**config.mk**
```make
export PLATFORM = sky130hd
export DESIGN_NAME = bm_dma_engine
export DESIGN_NICKNAME = d
export VERILOG_FILES = /design/src/rtl/bm_pkg.sv /design/src/rtl/bm_regs.sv /design/src/rtl/bm_walker.sv /design/src/rtl/bm_dma_engine.sv
export SDC_FILE = /design/constraint.sdc
export NUM_CORES = 1
export LEC_CHECK = 0
export ABC_AREA = 0
export BUFFER_PORTS_ARGS = -buffer_cell sky130_fd_sc_hd__buf_2
export CAP_MARGIN = 20
export CELL_PAD_IN_SITES_DETAIL_PLACEMENT = 1
export CELL_PAD_IN_SITES_GLOBAL_PLACEMENT = 1
export CORE_MARGIN = 1.5
export CORE_UTILIZATION = 35
export DETAILED_ROUTE_END_ITERATION = 12
export PLACE_DENSITY_LB_ADDON = 0.3
export RECOVER_POWER = 25
export SYNTH_ARGS = -nofsm -noshare
export SYNTH_HDL_FRONTEND = slang
export SYNTH_SLANG_ARGS = --single-unit
```
**constraint.sdc**
```tcl
create_clock -name clk -period 2.4 [get_ports clk]
set_input_delay 0.24 -clock clk [delete_from_list [all_inputs] [get_ports clk]]
set_output_delay 0.24 -clock clk [all_outputs]
set_load 0.02 [all_outputs]
```
**src/rtl/bm_pkg.sv**
```systemverilog
package bm_pkg;
  localparam int unsigned WORD_BYTES = 4;
  localparam int unsigned DATA_W     = 32;
  localparam int unsigned RGN_W      = 17;

  localparam logic [2:0] OFS_CMD  = 3'd0;
  localparam logic [2:0] OFS_STAT = 3'd2;
  localparam logic [2:0] OFS_PTR  = 3'd4;

  localparam int unsigned CMD_GO_BIT    = 0;
  localparam int unsigned CMD_TOMEM_BIT = 3;
  localparam int unsigned ST_ACT_BIT    = 0;
  localparam int unsigned ST_ERR_BIT    = 1;
  localparam int unsigned ST_INT_BIT    = 2;
  localparam int unsigned LAST_BIT      = 31;

  typedef enum logic [3:0] {
    W_IDLE, W_DA_REQ, W_DA_WAIT, W_DS_REQ, W_DS_WAIT, W_CHECK,
    W_IN_TAKE, W_IN_WRITE, W_MRD_REQ, W_MRD_WAIT, W_OUT_PUSH, W_HOLD
  } walk_e;
endpackage

```
**src/rtl/bm_regs.sv**
```systemverilog
module bm_regs
  import bm_pkg::*;
(
  input  logic              clk,
  input  logic              rst_n,
  input  logic              reg_we,
  input  logic [2:0]        reg_addr,
  input  logic [DATA_W-1:0] reg_wdata,
  output logic [DATA_W-1:0] reg_rdata,
  output logic              irq,
  output logic              go,
  output logic              go_tomem,
  output logic              halt,
  output logic [DATA_W-1:0] tbl_base,
  input  logic              set_intr,
  input  logic              set_err,
  input  logic              clr_active
);
  logic start_q, tomem_q, act_q, err_q, intr_q;
  logic [DATA_W-1:0] ptr_q;
  logic cmd_wr, stat_wr, ptr_wr;

  assign cmd_wr   = reg_we && (reg_addr == OFS_CMD);
  assign stat_wr  = reg_we && (reg_addr == OFS_STAT);
  assign ptr_wr   = reg_we && (reg_addr == OFS_PTR);
  assign go       = cmd_wr && reg_wdata[CMD_GO_BIT] && !start_q;
  assign halt     = cmd_wr && !reg_wdata[CMD_GO_BIT];
  assign go_tomem = reg_wdata[CMD_TOMEM_BIT];
  assign tbl_base = ptr_q;
  assign irq      = intr_q;

  always_ff @(posedge clk) begin
    if (!rst_n) begin
      start_q <= 1'b0; tomem_q <= 1'b0; act_q <= 1'b0;
      err_q   <= 1'b0; intr_q  <= 1'b0; ptr_q <= '0;
    end else begin
      if (cmd_wr) begin
        start_q <= reg_wdata[CMD_GO_BIT];
        tomem_q <= reg_wdata[CMD_TOMEM_BIT];
      end
      if (ptr_wr) ptr_q <= {reg_wdata[DATA_W-1:2], 2'b00};
      if (halt)            act_q <= 1'b0;
      else if (go)         act_q <= 1'b1;
      else if (clr_active) act_q <= 1'b0;
      if (set_intr)                          intr_q <= 1'b1;
      else if (stat_wr && reg_wdata[ST_INT_BIT]) intr_q <= 1'b0;
      if (set_err)                           err_q <= 1'b1;
      else if (stat_wr && reg_wdata[ST_ERR_BIT]) err_q <= 1'b0;
    end
  end

  always_comb begin
    case (reg_addr)
      OFS_CMD:  reg_rdata = {{(DATA_W-4){1'b0}}, tomem_q, 2'b00, start_q};
      OFS_STAT: reg_rdata = {{(DATA_W-3){1'b0}}, intr_q, err_q, act_q};
      OFS_PTR:  reg_rdata = ptr_q;
      default:  reg_rdata = '0;
    endcase
  end

  assert_stop_clears_active_R7: assert property (@(posedge clk) disable iff (!rst_n)
    halt |=> !act_q);
  assert_start_sets_active_R2: assert property (@(posedge clk) disable iff (!rst_n)
    go |=> act_q);
  assert_intr_w1c_R8: assert property (@(posedge clk) disable iff (!rst_n)
    (stat_wr && reg_wdata[ST_INT_BIT] && !set_intr) |=> !intr_q);
  assert_err_raises_intr_R9: assert property (@(posedge clk) disable iff (!rst_n)
    set_err |=> (err_q && intr_q));
endmodule

```
**src/rtl/bm_walker.sv**
```systemverilog
module bm_walker
  import bm_pkg::*;
#(
  parameter int unsigned CNT_W = 16
) (
  input  logic              clk,
  input  logic              rst_n,
  input  logic              go,
  input  logic              go_tomem,
  input  logic              halt,
  input  logic [DATA_W-1:0] tbl_base,
  input  logic [CNT_W-1:0]  dev_words,
  output logic              set_intr,
  output logic              set_err,
  output logic              clr_active,
  output logic              mem_valid,
  input  logic              mem_ready,
  output logic              mem_we,
  output logic [DATA_W-1:0] mem_addr,
  output logic [DATA_W-1:0] mem_wdata,
  input  logic              mem_rvalid,
  input  logic [DATA_W-1:0] mem_rdata,
  input  logic              dev_in_valid,
  output logic              dev_in_ready,
  input  logic [DATA_W-1:0] dev_in_data,
  output logic              dev_out_valid,
  input  logic              dev_out_ready,
  output logic [DATA_W-1:0] dev_out_data
);
  localparam logic [RGN_W-1:0]  RGN_MAX = RGN_W'(1) << 16;
  localparam logic [RGN_W-1:0]  STEP_R  = RGN_W'(WORD_BYTES);
  localparam logic [DATA_W-1:0] STEP_A  = DATA_W'(WORD_BYTES);

  walk_e st, nxt;
  logic [DATA_W-1:0] desc_ptr, rgn_addr, buf_q;
  logic [RGN_W-1:0]  rgn_left;
  logic [CNT_W-1:0]  dev_left;
  logic              last_q, dir_q, beat_done;

  assign mem_valid     = (st == W_DA_REQ) || (st == W_DS_REQ) ||
                         (st == W_IN_WRITE) || (st == W_MRD_REQ);
  assign mem_we        = (st == W_IN_WRITE);
  assign mem_addr      = (st == W_DA_REQ) ? desc_ptr :
                         (st == W_DS_REQ) ? desc_ptr + STEP_A : rgn_addr;
  assign mem_wdata     = buf_q;
  assign dev_in_ready  = (st == W_IN_TAKE);
  assign dev_out_valid = (st == W_OUT_PUSH);
  assign dev_out_data  = buf_q;
  assign beat_done     = ((st == W_IN_WRITE) && mem_ready) ||
                         ((st == W_OUT_PUSH) && dev_out_ready);

  always_comb begin
    nxt = st; set_intr = 1'b0; set_err = 1'b0; clr_active = 1'b0;
    case (st)
      W_IDLE:     if (go) nxt = W_DA_REQ;
      W_DA_REQ:   if (mem_ready) nxt = W_DA_WAIT;
      W_DA_WAIT:  if (mem_rvalid) nxt = W_DS_REQ;
      W_DS_REQ:   if (mem_ready) nxt = W_DS_WAIT;
      W_DS_WAIT:
        if (mem_rvalid) begin
          if ((mem_rdata[1:0] != 2'b00) || (rgn_addr[1:0] != 2'b00)) begin
            set_err = 1'b1; set_intr = 1'b1; clr_active = 1'b1; nxt = W_IDLE;
          end else nxt = W_CHECK;
        end
      W_CHECK:
        if (dev_left == '0) begin
          set_intr = 1'b1;
          if ((rgn_left == '0) && last_q) begin clr_active = 1'b1; nxt = W_IDLE; end
          else nxt = W_HOLD;
        end else if (rgn_left == '0) begin
          if (last_q) begin clr_active = 1'b1; nxt = W_IDLE; end
          else nxt = W_DA_REQ;
        end else nxt = dir_q ? W_IN_TAKE : W_MRD_REQ;
      W_IN_TAKE:  if (dev_in_valid) nxt = W_IN_WRITE;
      W_IN_WRITE: if (mem_ready) nxt = W_CHECK;
      W_MRD_REQ:  if (mem_ready) nxt = W_MRD_WAIT;
      W_MRD_WAIT: if (mem_rvalid) nxt = W_OUT_PUSH;
      W_OUT_PUSH: if (dev_out_ready) nxt = W_CHECK;
      W_HOLD:     nxt = W_HOLD;
      default:    nxt = W_IDLE;
    endcase
    if (halt) nxt = W_IDLE;
  end

  always_ff @(posedge clk) begin
    if (!rst_n) begin
      st <= W_IDLE; desc_ptr <= '0; rgn_addr <= '0; buf_q <= '0;
      rgn_left <= '0; dev_left <= '0; last_q <= 1'b0; dir_q <= 1'b0;
    end else begin
      st <= nxt;
      if (st == W_IDLE && go) begin
        desc_ptr <= tbl_base; dev_left <= dev_words; dir_q <= go_tomem;
      end
      if (st == W_DA_WAIT && mem_rvalid) rgn_addr <= mem_rdata;
      if (st == W_DS_WAIT && mem_rvalid) begin
        rgn_left <= (mem_rdata[15:0] == 16'h0) ? RGN_MAX : {1'b0, mem_rdata[15:0]};
        last_q   <= mem_rdata[LAST_BIT];
        desc_ptr <= desc_ptr + 2 * STEP_A;
      end
      if (st == W_IN_TAKE && dev_in_valid) buf_q <= dev_in_data;
      if (st == W_MRD_WAIT && mem_rvalid)  buf_q <= mem_rdata;
      if (beat_done) begin
        rgn_addr <= rgn_addr + STEP_A;
        rgn_left <= rgn_left - STEP_R;
        dev_left <= dev_left - 1'b1;
      end
    end
  end

  assert_mem_req_hold_R11: assert property (@(posedge clk) disable iff (!rst_n)
    (mem_valid && !mem_ready && !halt) |=> (mem_valid && $stable(mem_addr) && $stable(mem_we)));
  assert_out_hold_R11: assert property (@(posedge clk) disable iff (!rst_n)
    (dev_out_valid && !dev_out_ready && !halt) |=> (dev_out_valid && $stable(dev_out_data)));
  assert_quiet_after_device_end_R6: assert property (@(posedge clk) disable iff (!rst_n)
    (st == W_CHECK && dev_left == '0) |=> (!dev_in_ready && !mem_valid && !dev_out_valid));
  assert_quiet_after_list_end_R5: assert property (@(posedge clk) disable iff (!rst_n)
    (st == W_CHECK && dev_left != '0 && rgn_left == '0 && last_q) |=> (!dev_in_ready && !mem_valid));
endmodule

```
**src/rtl/bm_dma_engine.sv**
```systemverilog
module bm_dma_engine
  import bm_pkg::*;
#(
  parameter int unsigned CNT_W = 16
) (
  input  logic              clk,
  input  logic              rst_n,
  input  logic              reg_we,
  input  logic [2:0]        reg_addr,
  input  logic [31:0]       reg_wdata,
  output logic [31:0]       reg_rdata,
  output logic              irq,
  input  logic [CNT_W-1:0]  dev_words,
  input  logic              dev_in_valid,
  output logic              dev_in_ready,
  input  logic [31:0]       dev_in_data,
  output logic              dev_out_valid,
  input  logic              dev_out_ready,
  output logic [31:0]       dev_out_data,
  output logic              mem_valid,
  input  logic              mem_ready,
  output logic              mem_we,
  output logic [31:0]       mem_addr,
  output logic [31:0]       mem_wdata,
  input  logic              mem_rvalid,
  input  logic [31:0]       mem_rdata
);
  logic go, go_tomem, halt, set_intr, set_err, clr_active;
  logic [DATA_W-1:0] tbl_base;

  bm_regs u_regs (
    .clk, .rst_n, .reg_we, .reg_addr, .reg_wdata, .reg_rdata, .irq,
    .go, .go_tomem, .halt, .tbl_base, .set_intr, .set_err, .clr_active
  );

  bm_walker #(.CNT_W(CNT_W)) u_walker (
    .clk, .rst_n, .go, .go_tomem, .halt, .tbl_base, .dev_words,
    .set_intr, .set_err, .clr_active,
    .mem_valid, .mem_ready, .mem_we, .mem_addr, .mem_wdata, .mem_rvalid, .mem_rdata,
    .dev_in_valid, .dev_in_ready, .dev_in_data,
    .dev_out_valid, .dev_out_ready, .dev_out_data
  );
endmodule

```
==> metrics.md <==
| Metric | Value |
|---|---|
| Outcome | finished with violations |
| Failing checks | max-capacitance violations, max-slew violations, negative setup slack |
| FFs w/ async S/R, synth | 0% |
| Antenna violations before repair | 0 |
| Largest family of logic cells by synthesized area | simple AND/OR/NAND/NOR gates |
| Crit Path Class | flop to output port |
| Hold/Removal Path Class | input port to flop |
| Peak VDD IR | 0.4321 mV |
| Slew margin rel. | -10.28% |
| Seq cells post-synth | 168 |
| Die area | 0.02920 mm^2 |
| Compound-Gate Fraction of Synth Area | 23.49% |
| Pre-antenna DRT Iters | 5 |
| CTS buffer count | 17 |
| Worst-path clk slew | 0.08 ns |
| DRC errors left | 0 |
| Synth cell types | 68 |
| Worst-case clock buffer depth | 2 |
| Tot GR Track Use | 26.37% |
| TritonCTS clock tree | done |
| Placed instance area | 0.01172 mm^2 |
| Startpoint types | flop |
| Cell Rows | 61 |
| Power per Cell Area | 739.0 mW/mm^2 |
| Post-Synth Simple-Gate Area | 27.49% |
| RD Place Congestion | 0.9342 |
| Register area | 0.003403 mm^2 |
| # fillers | 3516 |
| Largest net degree at the start of global routing | 132 |
| Hold_buf cts | 0 |
| First-pass GRT wire length | 59990 um |
| Dpl hpwl | 28190 um |
| Post-synthesis cell area | 0.009864 mm^2 |
| Setup tns final | -0.06425 ns |
| Hold_ws | 0.02535 ns |
| Post-synthesis adder-cell area fraction | 0.7610% |
| Fin area | 0.01271 mm^2 |
| Clk_skew | 0.01786 ns |
| Yosys top cell by area | dfxtp_1 |
| Commonest non-fill, non-tap cell in the layout | buf_2 |
| Clock insertion delay at the later pin of the skew report | 0.45 ns |
| RSZ-0062 raised after global routing | true |
| CP max stage delay | 0.39 ns |
| Pleak | 4.925 nW |
| Fin crit share | 101.8% |
| Antenna diodes | 0 |
| Final wirelength | 39020 um |
| Clk sinks | 168 |
| Syn_area_per_cell | 7.553 um^2 |
| Mux contribution to synthesized area | 4.338% |
| Most frequent cells in the layout | 171 x buf_2, 170 x nand2_1, 150 x dfxtp_1 |
| Worst Path Arrival | 2.20 ns |
| Worst-path fanout max | 5 |
| Synth Area in XOR/XNOR | 2.752% |
| Worst path required time | 2.16 ns |
| Fin nets | 1678 |
| Post-synthesis instance total | 1306 |
| Post-route ant nets | 0 |
| Synth-to-layout area growth | 28.87% |
| Final Hold Fails | 0 |
| Vias per cell | 5.642 |
| CP cell instances | ha_4 -> and4_4 -> nand4_1 -> nor4_2 -> xnor2_1 -> a21oi_1 -> buf_4 |
| Top cells by area, synth | dfxtp_1 34%, a21oi_1 7.0%, nand2_1 6.7% |
| Buf/Inv on CP | 1 |
| Synth top area share | 34.09% |
| # port buffers | 254 |
| Fraction of layout cells with a size suffix above 1 | 25.85% |
| Initial Util | 35.51% |
| Post-synth EDFFs | 0 |
| Wirelength per Cell | 20.10 um |
| Starting DRT DRC Count | 496 |
| Seq/Total Area, Yosys | 34.09% |
| Multi-input gate area | 0.006042 mm^2 |
| Critical path endpoint category | output port |
| Post-Place Worst Slack | 0.1096 ns |
| YS warnings | 0 |
| Gr ovfl total | 0 |
| Core area | 0.02778 mm^2 |
| H-Tree Depth | 4 |
| CP top delay family | simple AND/OR/NAND/NOR gates |
| Critical path's slowest cell | dfxtp_4 |
| Vias in the first global route | 10814 |
| Tmin final | 2.444 ns |
| DIE WIDTH | 170.9 um |
| Final worst slack | -0.04407 ns |
| Final setup fails | 2 |
| DR vias | 10951 |
| Synthesized Nets | 1434 |
| Root buf cell | clkbuf_16 |
| Main synth FF type | dfxtp_1 |
| Pins Over Slew Limit | 132 |
| Max-Cap Viols | 1 |
| Peak Freq | 409.2 MHz |
| Ports | 255 |
| Worst Tran Pin Value | 1.654 ns |
| Die height | 170.9 um |
[cells in the mapped netlist (19+ instances only)]
master / n
mux2i_1: 36
nor4_1: 25
clkbuf_1: 81
nand2_1: 176
and3_1: 19
a211oi_1: 42
a31oi_1: 31
nor3_1: 26
a21oi_1: 138
and2_1: 34
nor2_1: 121
xnor2_1: 19
o211ai_1: 22
or3_1: 19
dfxtp_1: 168
inv_1: 19
nand3_1: 43
nand4_1: 30
o21ai_0: 32
buf_4: 32
[power by group]
| group | switching [W] | leakage [nW] | internal [W] |
|---|---|---|---|
| sequential | 0.000181 | 1.37 | 0.00293 |
| combinational | 0.00209 | 3.28 | 0.00136 |
| clock | 0.00131 | 0.280 | 0.00153 |
[layout make-up]
cell class / count / area share [%]
Timing Repair Buffer: 353 / 16.78
Clock buffer: 21 / 3.701
Tap cell: 378 / 3.720
Multi-Input combinational cell: 990 / 47.53
Inverter: 20 / 0.5906
Sequential cell: 168 / 26.77
Clock inverter: 11 / 0.9055
[path summary, 6_finish.rpt]
kind / startpoint / to / slack, ns / cells past startpoint
worst max-delay path: u_walker.desc_ptr[3] / mem_addr[19] / -0.04 / 7
worst min-delay path: reg_wdata[18] / u_regs.tbl_base[18] / 0.03 / 3
worst max register to register: u_walker.st[2] / u_walker.desc_ptr[22] / 0.09 / 6
worst min register to register: u_walker.rgn_left[0] / u_walker.rgn_left[0] / 0.46 / 2
[worst register-to-register path: stages, from the launching register on]
cell and delay, ns:
dfxtp_1 0.42, buf_4 0.25, nor2b_1 0.36, nand3_1 0.24, nor4_1 0.41, mux2_2 0.39
a21oi_1 0.13
[registers in the layout (all words and copies together), names as in the netlist]
signal	count
u_regs.tbl_base	30
u_walker.rgn_left	17
u_walker.rgn_addr	32
u_regs.act_q	1
u_regs.irq	1
u_regs.err_q	1
u_walker.last_q	1
u_walker.desc_ptr	30
u_walker.dev_out_data	32
u_walker.dir_q	1
u_walker.st	4
u_regs.start_q	1
u_walker.dev_left	16
u_regs.tomem_q	1
[layer usage]
metal | global-route usage, % | wire length [um] | vias up
li1 | - | - | 5240
met1 | 35.18 | 18140 | 5288
met2 | 43.60 | 17830 | 365
met3 | 2.961 | 1920 | 58
met4 | 10.22 | 1127 | 0
met5 | 0 | 0 | -
[repair_timing]
item,in CTS,in global routing
cloned,1,2
setup endpoints to repair,28,27
gates resized for setup,55,41
pin swaps,20,18
buffers inserted,9,5
[kinds of logic (layout without fill, tap and decap cells)]
logic type	Yosys count	after routing
simple gates	552	552
buf+inv	148	405
fa+ha+maj	6	6
xor+xnor	31	31
mux	42	42
compound gates	359	359
flops	168	168
[through the flow]
| step | utilization, % | total power [W] | instances |
|---|---|---|---|
| floorplan | - | 0.004970 | 1306 |
| global placement | 42.17 | 0.006161 | 1892 |
| detailed placement | 42.17 | 0.006203 | 1892 |
| CTS | 45.21 | 0.009262 | 1934 |
| global route | 45.76 | 0.009842 | 1941 |
| finish | 45.76 | 0.009395 | 1941 |
Power figures use the tool's default switching activity.
